$ cat config.mk
export PLATFORM = sky130hd
export DESIGN_NAME = pair_mutex
export DESIGN_NICKNAME = d
export VERILOG_FILES = /design/src/rtl/pair_mutex_pkg.sv /design/src/rtl/pair_mutex_ctrl.sv /design/src/rtl/pair_mutex_state.sv /design/src/rtl/pair_mutex.sv
export SDC_FILE = /design/constraint.sdc
export NUM_CORES = 1
export LEC_CHECK = 0
export ABC_AREA = 1
export BUFFER_PORTS_ARGS = -buffer_cell sky130_fd_sc_hd__buf_2
export CAP_MARGIN = 20
export CORE_AREA = 5 5 42 44
export DETAILED_ROUTE_END_ITERATION = 10
export DIE_AREA = 0 0 47 49
export PLACE_DENSITY = 0.45
export RECOVER_POWER = 25
export SYNTH_ARGS = -nofsm -noshare
export SYNTH_HDL_FRONTEND = slang
export SYNTH_HIERARCHICAL = 1
export SYNTH_SLANG_ARGS = --single-unit
$ cat constraint.sdc
create_clock -name clk -period 1.4 [get_ports clk]
set_clock_uncertainty 0.1 [all_clocks]
set_input_delay 0.14 -clock clk [delete_from_list [all_inputs] [get_ports clk]]
set_output_delay 0.14 -clock clk [all_outputs]
set_load 0.005 [all_outputs]
$ cat src/rtl/pair_mutex_pkg.sv
package pair_mutex_pkg;

  // Number of requesters sharing the lock, and the width of an index into them.
  localparam int unsigned NumReq = 2;
  localparam int unsigned IdxW   = $clog2(NumReq);

  typedef logic [IdxW-1:0]   reqIdx_t;
  typedef logic [NumReq-1:0] reqVec_t;

  // Strobes that the control sends to the lock state registers.
  typedef struct packed {
    logic    take;    // lock is free and somebody asks: claim it on this edge
    reqIdx_t winner;  // which requester the claim goes to
    logic    drop;    // the current owner has let go
  } lockStrobe_t;

endpackage

$ cat src/rtl/pair_mutex_ctrl.sv
module pair_mutex_ctrl
  import pair_mutex_pkg::*;
(
  input  logic        clk,
  input  logic        rstN,
  input  reqVec_t     reqIn,
  input  logic        held,
  input  reqIdx_t     owner,
  input  reqIdx_t     favour,
  output lockStrobe_t strobe
);

  logic    anyReq;
  logic    bothReq;
  reqIdx_t soleIdx;

  assign anyReq  = |reqIn;
  assign bothReq = &reqIn;

  // A lone requester is the highest set bit (only one is set when this is used).
  always_comb begin
    soleIdx = '0;
    for (int k = 0; k < NumReq; k++) begin
      if (reqIn[k]) soleIdx = reqIdx_t'(k);
    end
  end

  always_comb begin
    strobe        = '0;
    strobe.take   = !held && anyReq;
    strobe.winner = bothReq ? favour : soleIdx;
    strobe.drop   = held && !reqIn[owner];
  end

  // The chosen side must actually be asking.
  p_winner_asks_r2: assert property (@(posedge clk) disable iff (!rstN)
    strobe.take |-> reqIn[strobe.winner]);

  // Claim and release never coincide: one needs a free lock, the other a held one.
  p_take_drop_excl_r6: assert property (@(posedge clk) disable iff (!rstN)
    !(strobe.take && strobe.drop));

endmodule

$ cat src/rtl/pair_mutex_state.sv
module pair_mutex_state
  import pair_mutex_pkg::*;
(
  input  logic        clk,
  input  logic        rstN,
  input  reqVec_t     reqIn,
  input  lockStrobe_t strobe,
  output logic        held,
  output reqIdx_t     owner,
  output reqIdx_t     favour,
  output reqVec_t     gntQ
);

  // Lock bit, owner and tie preference: all updated together in one step.
  always_ff @(posedge clk) begin
    if (!rstN) begin
      held   <= 1'b0;
      owner  <= '0;
      favour <= '0;
    end else if (strobe.take) begin
      held   <= 1'b1;
      owner  <= strobe.winner;
      favour <= ~strobe.winner;
    end else if (strobe.drop) begin
      held   <= 1'b0;
    end
  end

  // One registered grant bit per requester.
  for (genvar g = 0; g < NumReq; g++) begin : g_gnt
    always_ff @(posedge clk) begin
      if (!rstN) begin
        gntQ[g] <= 1'b0;
      end else if (strobe.take) begin
        gntQ[g] <= (strobe.winner == reqIdx_t'(g));
      end else if (strobe.drop) begin
        gntQ[g] <= 1'b0;
      end
    end

    // An owner that keeps asking keeps its grant, and nothing else moves.
    p_hold_r5: assert property (@(posedge clk) disable iff (!rstN)
      (gntQ[g] && reqIn[g]) |=> gntQ[g]);
    p_other_ignored_r7: assert property (@(posedge clk) disable iff (!rstN)
      (gntQ[g] && reqIn[g]) |=> ($stable(gntQ) && held));

    // Dropping the request frees the lock on the next edge.
    p_release_r6: assert property (@(posedge clk) disable iff (!rstN)
      (gntQ[g] && !reqIn[g]) |=> (!held && gntQ == '0));
  end

  p_onehot_gnt_r8: assert property (@(posedge clk) disable iff (!rstN)
    $onehot0(gntQ));
  p_busy_matches_r8: assert property (@(posedge clk) disable iff (!rstN)
    held == (|gntQ));

  p_tie_r3: assert property (@(posedge clk) disable iff (!rstN)
    (!held && (&reqIn)) |=> (gntQ == (reqVec_t'(1) << $past(favour))));

  p_flip_r4: assert property (@(posedge clk) disable iff (!rstN)
    $rose(held) |-> (favour != owner));

  p_idle_r2: assert property (@(posedge clk) disable iff (!rstN)
    (!held && reqIn == '0) |=> !held);

  p_gap_r9: assert property (@(posedge clk) disable iff (!rstN)
    $fell(held) |-> (gntQ == '0));

endmodule

$ cat src/rtl/pair_mutex.sv
module pair_mutex
  import pair_mutex_pkg::*;
(
  input  logic              clk,
  input  logic              rstN,
  input  logic [NumReq-1:0] reqIn,
  output logic [NumReq-1:0] gntOut,
  output logic              busyOut
);

  lockStrobe_t strobe;
  logic        held;
  reqIdx_t     owner;
  reqIdx_t     favour;
  reqVec_t     gntQ;

  pair_mutex_ctrl ctrl_i (
    .clk    (clk),
    .rstN   (rstN),
    .reqIn  (reqIn),
    .held   (held),
    .owner  (owner),
    .favour (favour),
    .strobe (strobe)
  );

  pair_mutex_state state_i (
    .clk    (clk),
    .rstN   (rstN),
    .reqIn  (reqIn),
    .strobe (strobe),
    .held   (held),
    .owner  (owner),
    .favour (favour),
    .gntQ   (gntQ)
  );

  assign gntOut  = gntQ;
  assign busyOut = held;

endmodule

# Yosys cells after proc, flatten, opt, wreduce, memory -nomap -nowiden
# Cells that the tools add are included.
[op_classes]
add_sub_neg = 0
mul = 0
div = 0
n_lt_le_gt_ge = 1
n_eq_ne = 0
n_shift = 0
mux = 8
bitwise_logic = 1
reduce_logical = 7
[op_table]
columns = ["op", "n"]
rows = [
  ["two-way mux 1 bit", 8],
  ["logical AND 1 bit", 2],
  ["logical NOT 1 bit", 2],
  ["less-than comparator 1 x 2 -> 1 bit (second input constant)", 1],
  ["AND reduction 2 bit", 1],
  ["nonzero test 2 bit", 1],
  ["OR reduction 2 bit", 1],
  ["NOT 1 bit", 1],
]
[word_totals]
reg_bits = 5
latch_bits = 0
ram_bits = 0
rom_bits = 0
word_cells = 22
n_memories = 0

# Depth between registers and ports, before layout
# Gate-level depths: netlist of run 1.
[depth]
word_depth = 6
mapped_depth = 6

# Cells and area by module
# The synthesis of run 1 kept the hierarchy.
[modules_own_cells]
columns = ["mod", "instances", "cells_per_inst", "area_per_inst_um2"]
rows = [
  ["pair_mutex_state", 1, 21, 168.9],
  ["pair_mutex_ctrl", 1, 9, 43.8],
]

# Worst setup path before layout of run 1
# Ideal clock, no wire load.
[synth_timing]
path_type = "reg-to-reg"
start = "register state_i.owner"
end = "register state_i.held"
setup_ns = 0.070
t_arrival_ns = 0.735
required_time_ns = 1.230
setup_slack_ns = 0.495
path_stages_with_launch = 7
path_buffers = 0
period_less_slack_ns = 0.905
path_cell_list = "dfxtp_1 -> nand2_1 -> nand2_1 -> nor2_2 -> nor2_2 -> nand2_1 -> a21oi_1"
[synth_lines]
columns = ["item", "line_no", "source"]
rows = [
  ["from (decl)", "pair_mutex_state.sv:9", "output reqIdx_t owner,"],
  ["from (signal assigned)", "pair_mutex_state.sv:22", "owner <= strobe.winner;"],
  ["to (signal assigned)", "pair_mutex_state.sv:17", "held <= 1'b0;"],
  ["to (signal assigned)", "pair_mutex_state.sv:21", "held <= 1'b1;"],
  ["to (signal assigned)", "pair_mutex_state.sv:25", "held <= 1'b0;"],
  ["to (decl)", "pair_mutex_state.sv:8", "output logic held,"],
]

==> results.txt, run 1 <==
----------------------------------------------------
[Status]
  Outcome ... finished, final reports clean

[Drt]
  Routed length per placed instance ... 7.93 um
  Vias after detailed routing ... 202
  Sum of routed wire length over all layers ... 444 um
  Number of remaining DRC errors ... 0
  Detail Route Antenna Nets ... 0
  Initial DRC Count ... 3
  Ratio of routed vias to standard cells ... 3.61
  Number of detailed-routing iterations run before antenna repair ... 2

[Die]
  X dimension of the die ... 47 um
  Die height ... 49 um
  Starting utilization of the core area ... 15.2%
  Die area ... 0.00230 sq mm
  FP Rows ... 14
  Area of the core ... 0.00140 sq mm
  I/O pin count ... 7

[Synth]
  Post-synthesis sequential area ratio ... 47.1%
  Total of flip-flops plus latches after synthesis ... 5
  Number of nets produced by synthesis ... 34
  Synth Warn # ... 6
  Avg Cell Area, Syn ... 7.09 sq um
  Number of cells produced by synthesis ... 30
  Mapped Area ... 213 sq um
  Top area cells in the synthesized netlist ... dfxtp_1 47%, nand2_1 16%, a21oi_1 12%
  Synth cell types ... 8
  Fraction of synthesized cell area taken by the top area cell type ... 47.1%
  Post-synth top area cell ... dfxtp_1

[CTS]
  Worst-case clock buffer depth ... 2
  Postcts setup bufs ... 0
  Root buf cell ... clkbuf_4
  CTS Hold Bufs ... 0
  Reg clk slew, reported paths ... 0.04 ns
  CTS buffer count ... 3
  Clock Latency Late Sink ... 0.24 ns
  Gates resized, CTS repair ... 0
  Number of clock sinks seen by CTS ... 5
  CTS tree ... yes
  H-tree Lvls ... 1

[Timing]
  Final hold violations ... 0
  RSZ-0062 raised after global routing ... false
  Slew Limit Fails ... 0
  Worst Hold Margin ... 0.0933 ns
  Transition time at the pin with the least slew margin ... 0.191 ns
  Final critical-path share of the clock period ... 72.2%
  TNS Setup ... 0 ns
  Crit path setup slack, layout ... 0.389 ns
  Maximum clock frequency ... 0.989 GHz
  Minimum clock period ... 1.01 ns
  Final setup violation count ... 0
  Slew margin rel. ... 87.3%

[Finish]
  Commonest cells after routing, fill and taps aside ... 9 x nand2_1, 5 x buf_2, 5 x a21oi_1, 5 x dfxtp_1, 4 x inv_1
  Multi-input gate area ... 93.8 sq um
  Area Overhead vs Synth ... 35.3%
  Nets ... 45
  Most common cell after layout, fill and taps aside ... nand2_1
  Ratio of cells with drive above 1 in the final layout ... 32.5%
  Filler-free cell count of the finished design ... 56
  Number of fillers in the final layout ... 170
  Storage cell area ... 100 sq um
  Number of diodes added for antenna fixing ... 0

[Min path]
  Hold endpoint ... state_i/held
  Cells on Worst Hold Path ... 3
  Min-delay worst type ... in2reg
  Min-delay src ... rstN

[Setup path]
  Type of origin of the critical path ... flop
  Cell depth of the worst flop-to-flop path ... 6
  Startpoint of the lowest-slack register-to-register path ... state_i/owner
  Highest fanout seen on the critical path ... 3
  Setup crit end kind ... flop
  WP data arrival ... 1.08 ns
  Worst R2R End ... state_i/gntQ[1]
  Worst-case register-to-register setup slack ... 0.39 ns
  Worst setup path class ... reg2reg
  Critical Path RT ... 1.47 ns

[GRT]
  Vias in the first global route ... 191
  Total routing resource utilization after global routing ... 5.15%
  Overflow left after global routing ... 0
  First-pass GRT wire length ... 772 um
  Largest net degree at the start of global routing ... 6
  Initial antenna violation count ... 0

[Power]
  Reported leakage power ... 0.134 nW
  Worst vdd ir ... 298 uV
  Total Power Consumption ... 0.380 mW
  Power per unit of standard cell area ... 1320 mW/mm^2

[Place]
  Number of input and output port buffers inserted ... 6
  Half-perimeter wire length after placement ... 340 um
  Post-placement cell count ... 52
  Worst slack, placed ... 0.410 ns
  Routability-driven placement congestion ratio ... 0.702

[Job]
  Max-cap viol count ... 0

----------------------------------------------------
-- kinds of logic after synthesis --
group | count (synthesis) | synth area share [%]
flip-flops | 5 | 47.1
AO/OA/AOI/OAI | 6 | 15.9
buffers and inverters | 5 | 8.82
AND/OR/NAND/NOR | 14 | 28.2
-- power breakdown --
| group | internal (mW) | total, mW | switching, mW |
|---|---|---|---|
| Combinational | 0.0218 | 0.0521 | 0.0303 |
| Sequential | 0.155 | 0.163 | 0.00827 |
| Clock | 0.108 | 0.165 | 0.0569 |
-- per-stage QoR --
step / util [%] / instance area, sq um
after floorplan: - / 213
after global placement: 18.8 / 263
after detailed placement: 18.8 / 263
after CTS: 20.6 / 289
after global routing: 20.5 / 288
final: 20.5 / 288
-- synth_stat cells --
master	number
nand2_1	9
a21oi_2	1
nor2_1	2
a21oi_1	5
dfxtp_1	5
inv_1	4
inv_2	1
nor2_2	3
-- sequential cells by signal (all words and copies together) (netlist names) --
register,flops
state_i/gntQ,2
state_i/owner,1
state_i/held,1
state_i/favour,1
-- metal layers --
metal  up-vias  part of all wire (%)  track usage, %
li1        113                     -               -
met1        81                    54            6.62
met2         6                    36            4.98
met3         2                   8.3            2.21
met4         0                   1.1            6.91
met5         -                     0               0
-- how the worst max path moves through the flow --
stage                  startpoint              end  slack, ns  cells after the start
floorplan           state_i/owner     state_i/held       0.50                      6
global placement    state_i/owner  state_i/gntQ[1]       0.40                      6
detailed placement  state_i/owner  state_i/gntQ[1]       0.41                      6
CTS                  state_i/held          busyOut       0.38                      1
global route        state_i/owner  state_i/gntQ[1]       0.28                      6
finish              state_i/owner  state_i/gntQ[1]       0.39                      6
-- critical path: stages, from the launching register on --
cell,delay (ns)
dfxtp_1,0.36
nand2_1,0.07
nand2_1,0.06
nor2_2,0.04
nor2_2,0.13
nand2_1,0.06
a21oi_1,0.12
-- area by class of cell --
class / instances / area share [%]
inverters: 5 / 6.52
flip-flops and latches: 5 / 34.8
repair buffers: 6 / 10.0
multi-input cells: 20 / 32.6
well taps: 16 / 6.96
clock buffers: 4 / 9.13
No activity file was read; power rests on OpenSTA's default activity.
==> run 2: changes to the inputs <==
--- a/config.mk
+++ b/config.mk
@@ -5,13 +5,13 @@
 export SDC_FILE = /design/constraint.sdc
 export NUM_CORES = 1
 export LEC_CHECK = 0
-export ABC_AREA = 1
+export ABC_AREA = 0
 export BUFFER_PORTS_ARGS = -buffer_cell sky130_fd_sc_hd__buf_2
 export CAP_MARGIN = 20
 export CORE_AREA = 5 5 42 44
 export DETAILED_ROUTE_END_ITERATION = 10
 export DIE_AREA = 0 0 47 49
-export PLACE_DENSITY = 0.45
+export PLACE_DENSITY = 0.46
 export RECOVER_POWER = 25
 export SYNTH_ARGS = -nofsm -noshare
 export SYNTH_HDL_FRONTEND = slang
==> constraint.sdc (replaced) <==
create_clock -name clk -period 1 [get_ports clk]
set_clock_uncertainty 0.1 [all_clocks]
set_input_delay 0.1 -clock clk [delete_from_list [all_inputs] [get_ports clk]]
set_output_delay 0.1 -clock clk [all_outputs]
set_load 0.005 [all_outputs]
==> results.txt, run 2 <==
----------------------------------------------------
[GRT]
  First-pass GRT wire length ... 779 um
  Vias in the first global route ... 186
  Overflow left after global routing ... 0
  Largest net degree at the start of global routing ... 8
  Total routing resource utilization after global routing ... 5.23%
  Initial antenna violation count ... 0

[Min path]
  Min-delay worst type ... in2reg

[Place]
  Half-perimeter wire length after placement ... 348 um
  Worst slack, placed ... -0.129 ns
  Number of input and output port buffers inserted ... 6
  Routability-driven placement congestion ratio ... 0.641

[Setup path]
  Crit path cell chain ... mux2i_1 -> and2_4 -> nor4bb_1 -> a31o_1
  WP data arrival ... 1.14 ns
  Critical Path RT ... 1.03 ns
  Bufs and invs on worst path ... 0
  Worst setup path class ... reg2reg
  CP top delay family ... flip-flops
  Largest stage delay on the critical path ... 0.32 ns
  Type of origin of the critical path ... flop
  Setup crit end kind ... flop
  Cell with the largest stage delay on the worst path ... dfxtp_2
  Highest fanout seen on the critical path ... 3

[Finish]
  Nets ... 40
  Commonest cells after routing, fill and taps aside ... 5 x buf_2, 3 x clkbuf_4, 3 x nor2b_1, 3 x dfxtp_1
  Area Overhead vs Synth ... 44.8%
  Flip-flop count of the largest register, all copies and words added ... 2
  Number of diodes added for antenna fixing ... 0
  Utilization after layout ... 23.4%
  Ratio of cells with drive above 1 in the final layout ... 45.7%
  Number of fillers in the final layout ... 171
  Most common cell after layout, fill and taps aside ... buf_2
  Register with the most flip-flops ... state_i/gntQ

[Timing]
  Final hold violations ... 0
  Minimum clock period ... 1.11 ns
  Maximum clock frequency ... 0.899 GHz
  RSZ-0062 raised after global routing ... true
  Transition time at the pin with the least slew margin ... 0.216 ns
  Final critical-path share of the clock period ... 111%
  Slew Limit Fails ... 0
  Crit path setup slack, layout ... -0.112 ns
  Slew margin rel. ... 85.4%
  Final setup violation count ... 3

[Status]
  Outcome ... finished with violations
  Failing checks ... negative setup slack

[Synth]
  Top area cells in the synthesized netlist ... dfxtp_1 44%, mux2i_1 8.8%, nor2b_1 8.3%
  Number of cells produced by synthesis ... 23
  Synth top cells by count ... 5 x dfxtp_1, 3 x nor2b_1, 2 x mux2i_1, 2 x nor2_1, 2 x o21a_1
  Synth Warn # ... 6
  Synth cell types ... 14
  Number of nets produced by synthesis ... 27
  Fraction of synthesized cell area taken by the top area cell type ... 44.2%
  Total of flip-flops plus latches after synthesis ... 5
  Post-synth top area cell ... dfxtp_1
  Avg Cell Area, Syn ... 9.85 sq um
  EDFF count, synth ... 0
  Mapped Area ... 226 sq um
  Most frequent cell after synthesis ... dfxtp_1
  Post-synthesis sequential area ratio ... 44.2%
  Post-synth ARST share ... 0%
  Primary FF master, synth ... dfxtp_1

[Die]
  Die height ... 49 um
  FP Rows ... 14
  Starting utilization of the core area ... 16.2%
  X dimension of the die ... 47 um
  Die area ... 0.00230 sq mm
  I/O pin count ... 7
  Area of the core ... 0.00140 sq mm

[Drt]
  Initial DRC Count ... 4
  Routed length per placed instance ... 9.67 um
  Ratio of routed vias to standard cells ... 3.86
  Detail Route Antenna Nets ... 0
  Number of remaining DRC errors ... 0
  Sum of routed wire length over all layers ... 493 um
  Number of detailed-routing iterations run before antenna repair ... 2
  Vias after detailed routing ... 197

[Job]
  Max-cap viol count ... 0

[CTS]
  Worst-case clock buffer depth ... 2
  CTS buffer count ... 3
  Number of clock sinks seen by CTS ... 5
  Clock Latency Late Sink ... 0.24 ns
  H-tree Lvls ... 1
  CTS tree ... yes
  Root buf cell ... clkbuf_4
  Reg clk slew, reported paths ... 0.04 ns
  CTS Hold Bufs ... 0

[Power]
  Power per unit of standard cell area ... 1720 mW/mm^2
  Worst vdd ir ... 718 uV
  Reported leakage power ... 0.140 nW

----------------------------------------------------
-- run 2: cell count changes after synthesis, moves of 2 or more --
cell	change
mux2i_1	+2
inv_1	-3
nor2b_1	+3
a21oi_1	-4
o21a_1	+2
nand2_1	-9
nor2_2	-3
-- run 2: cell families after synthesis --
logic type             after synthesis  share of synthesized area (%)
and+or+nand+nor                      8                           22.1
muxes                                2                           8.84
buffers and inverters                2                           6.63
AOI/OAI and AO/OA                    6                           18.2
DFF                                  5                           44.2
-- run 2: worst paths after layout --
| path | startpoint | end | slack [ns] | depth (start not counted) |
|---|---|---|---|---|
| worst max-delay path | state_i/owner | state_i/gntQ[1] | -0.11 | 4 |
| worst min-delay path | rstN | state_i/held | 0.04 | 2 |
| worst max register to register | state_i/owner | state_i/gntQ[1] | -0.11 | 4 |
| worst min register to register | state_i/owner | state_i/owner | 0.41 | 2 |
-- run 2: through the flow --
step / hold slack (ns) / cells / power, mW / setup TNS (ns) / area, sq um
floorplan: 0.118 / 23 / 0.287 / -0.158 / 226
global placement: 0.288 / 46 / 0.319 / -0.435 / 280
finish: 0.0354 / 51 / 0.564 / -0.304 / 328
detailed placement: 0.288 / 46 / 0.319 / -0.406 / 280
global route: 0.0358 / 51 / 0.607 / -0.481 / 328
CTS: 0.0297 / 51 / 0.575 / -0.311 / 323
-- run 2: repair_timing --
item,4_1_cts,5_1_grt
setup buffers,1,0
pin swaps,2,1
gates cloned,0,0
gates resized for setup,4,2
setup endpoints to repair,5,5
-- run 2: power by group --
| group | switching [mW] | total (mW) | internal, mW | leakage [nW] |
|---|---|---|---|---|
| Clock | 0.0794 | 0.230 | 0.151 | 0.0150 |
| Combinational | 0.0440 | 0.102 | 0.0583 | 0.0827 |
| Sequential | 0.0115 | 0.231 | 0.220 | 0.0420 |
| Total | 0.135 | 0.564 | 0.429 | 0.140 |
-- run 2: area by class of cell --
type	instances	area (sq um)	share of cell area (%)
Timing Repair Buffer	9	55.1	16.8
Clock buffer	4	26.3	8.02
Tap cell	16	20.0	6.11
Multi-Input combinational cell	16	120	36.6
Inverter	1	3.75	1.15
Sequential cell	5	103	31.3
-- run 2: metal layers --
layer,share of wire (%),global-route usage (%)
met2,31,4.98
met5,0,0
met3,14,5.90
met4,0,2.76
met1,55,6.65
==> run 3: changes to the inputs <==
--- a/config.mk
+++ b/config.mk
@@ -15,5 +15,4 @@
 export RECOVER_POWER = 25
 export SYNTH_ARGS = -nofsm -noshare
 export SYNTH_HDL_FRONTEND = slang
-export SYNTH_HIERARCHICAL = 1
 export SYNTH_SLANG_ARGS = --single-unit
==> results.txt, run 3 <==
----------------------------------------------------
[Power]
  Net switching power of the design ... 0.141 mW
  Worst vdd ir ... 357 uV
  Reported leakage power ... 0.151 nW
  Sequential share of power ... 41.3%
  Net switching share of the total power ... 25.1%
  Part of the total power dissipated in combinational logic ... 16.0%
  Internal power component ... 0.421 mW
  Clock power share ... 42.7%
  Total Power Consumption ... 0.562 mW
  Power per unit of standard cell area ... 1630 mW/mm^2

[Timing]
  Maximum clock frequency ... 0.916 GHz
  Final critical-path share of the clock period ... 109%
  Slew margin rel. ... 88.3%
  Minimum clock period ... 1.09 ns
  Slew Limit Fails ... 0
  Final setup violation count ... 3
  Transition time at the pin with the least slew margin ... 0.172 ns
  RSZ-0062 raised after global routing ... true
  Crit path setup slack, layout ... -0.0921 ns
  Final hold violations ... 0
  TNS Setup ... -0.208 ns
  Worst Hold Margin ... 0.0116 ns

[CTS]
  H-tree Lvls ... 1
  CTS Hold Bufs ... 0
  Worst-case clock buffer depth ... 2
  CTS buffer count ... 3
  Reg clk slew, reported paths ... 0.05 ns
  CTS tree ... yes
  Number of clock sinks seen by CTS ... 5
  Clock Latency Late Sink ... 0.24 ns
  Root buf cell ... clkbuf_4
  Postcts setup bufs ... 0

[Setup path]
  Cell depth of the worst flop-to-flop path ... 4
  Largest stage delay on the critical path ... 0.33 ns
  Critical Path RT ... 1.08 ns
  Worst-case register-to-register setup slack ... -0.09 ns
  WP data arrival ... 1.17 ns
  Type of origin of the critical path ... flop
  Cell with the largest stage delay on the worst path ... dfxtp_2
  Highest fanout seen on the critical path ... 2
  Worst setup path class ... reg2reg
  Setup crit end kind ... flop
  Worst R2R End ... state_i.gntQ[1]
  Instance count on the critical path ... 4
  Bufs and invs on worst path ... 1
  Crit path cell chain ... mux2i_2 -> buf_4 -> or2_0 -> a21oi_1
  Startpoint of the lowest-slack register-to-register path ... state_i.owner
  CP top delay family ... flip-flops

[Finish]
  Most common cell after layout, fill and taps aside ... buf_2
  Commonest cells after routing, fill and taps aside ... 6 x buf_2, 3 x a21oi_1, 3 x nor2_1, 3 x clkbuf_4, 3 x dfxtp_1
  Register with the most flip-flops ... state_i.gntQ
  Number of fillers in the final layout ... 170
  Ratio of cells with drive above 1 in the final layout ... 43.6%
  Area Overhead vs Synth ... 52.8%
  Flip-flop count of the largest register, all copies and words added ... 2
  Number of diodes added for antenna fixing ... 0
  Nets ... 44

[Drt]
  Initial DRC Count ... 0
  Sum of routed wire length over all layers ... 542 um
  Routed length per placed instance ... 9.85 um
  Ratio of routed vias to standard cells ... 4.11
  Number of remaining DRC errors ... 0
  Vias after detailed routing ... 226
  Detail Route Antenna Nets ... 0
  Number of detailed-routing iterations run before antenna repair ... 1

[Status]
  Outcome ... finished with violations
  Failing checks ... negative setup slack

[Die]
  Die area ... 0.00230 sq mm
  Die height ... 49 um
  Starting utilization of the core area ... 16.1%
  X dimension of the die ... 47 um
  FP Rows ... 14
  I/O pin count ... 7
  Area of the core ... 0.00140 sq mm

[GRT]
  Total routing resource utilization after global routing ... 6.00%
  First-pass GRT wire length ... 855 um
  Largest net degree at the start of global routing ... 6
  Vias in the first global route ... 208
  Overflow left after global routing ... 0
  Initial antenna violation count ... 0

[Min path]
  Min-delay src ... rstN
  Hold endpoint ... state_i.favour
  Cells on Worst Hold Path ... 2
  Min-delay worst type ... in2reg

[Place]
  Half-perimeter wire length after placement ... 384 um
  Routability-driven placement congestion ratio ... 0.666
  Number of input and output port buffers inserted ... 6

[Synth]
  Mapped Area ... 225 sq um
  Post-synth ARST share ... 0%
  Post-synth top area cell ... dfxtp_1
  Synth Warn # ... 0
  EDFF count, synth ... 0
  Total of flip-flops plus latches after synthesis ... 5
  Synth cell types ... 14
  Post-synthesis sequential area ratio ... 44.4%
  Most frequent cell after synthesis ... dfxtp_1
  Synth top cells by count ... 5 x dfxtp_1, 3 x a21oi_1, 3 x nor2_1
  Avg Cell Area, Syn ... 8.66 sq um
  Fraction of synthesized cell area taken by the top area cell type ... 44.4%
  Primary FF master, synth ... dfxtp_1
  Top area cells in the synthesized netlist ... dfxtp_1 44%, mux2i_1 8.9%, a21oi_1 6.7%
  Number of nets produced by synthesis ... 30
  Number of cells produced by synthesis ... 26

[Job]
  Max-cap viol count ... 0

----------------------------------------------------
run 3: worst reg2reg max path: stages (launching register included):
cell and delay [ns]:
dfxtp_2 0.33, mux2i_2 0.15, buf_4 0.14, or2_0 0.20, a21oi_1 0.11
run 3: metrics by stage:
step | cell area [sq um] | setup slack, ns | std cells | util (%)
6_report | 344 | -0.0921 | 55 | 24.6
4_1_cts | 338 | -0.0718 | 55 | 24.1
2_1_floorplan | 228 | -0.0278 | 26 | -
3_5_place_dp | 300 | -0.0644 | 51 | 21.4
3_3_place_gp | 300 | -0.0736 | 51 | 21.4
5_1_grt | 344 | -0.133 | 55 | 24.6
run 3: cell type report:
type	instances	area [sq um]	share of cell area, %
Clock buffer	4	26.3	7.64
Multi-Input combinational cell	20	135	39.3
Tap cell	16	20.0	5.82
Inverter	1	3.75	1.09
Timing Repair Buffer	9	56.3	16.4
Sequential cell	5	103	29.8
run 3: worst max path at each step:
stage	start	to	slack, ns
5_1_grt	state_i.owner	state_i.gntQ[0]	-0.13
3_3_place_gp	state_i.owner	state_i.gntQ[0]	-0.07
4_1_cts	state_i.owner	state_i.gntQ[1]	-0.07
3_5_place_dp	state_i.owner	state_i.gntQ[1]	-0.06
6_report	state_i.owner	state_i.gntQ[1]	-0.09
2_1_floorplan	state_i.owner	state_i.gntQ[0]	-0.03
run 3: timing repair:
action,CTS,global route
setup endpoints to repair,3,5
resized for setup,2,2
pin swaps,2,3
gates cloned,0,0
run 3: kinds of logic after synthesis:
family	Yosys count	share of synthesized area, %
flip-flops	5	44.4
buffers and inverters	1	1.67
AND/OR/NAND/NOR	11	25.6
multiplexers	2	8.89
AO/OA/AOI/OAI	7	19.4
run 3: metal layers:
layer / vias to the layer above / GRT usage [%] / part of all wire, %
li1: 116 / - / -
met1: 101 / 7.10 / 52
met2: 7 / 6.11 / 39
met3: 2 / 2.95 / 7.6
met4: 0 / 8.29 / 2.2
met5: - / 0 / 0
run 3: power groups by stage:
stage                     Sequential (mW)  Combinational [mW]  Clock [mW]
final                               0.232              0.0902       0.240
after global routing                0.234              0.0999       0.259
after CTS                           0.231              0.0865       0.251
after detailed placement            0.234              0.0800           0
after global placement              0.234              0.0817           0
after floorplan                     0.234              0.0382           0
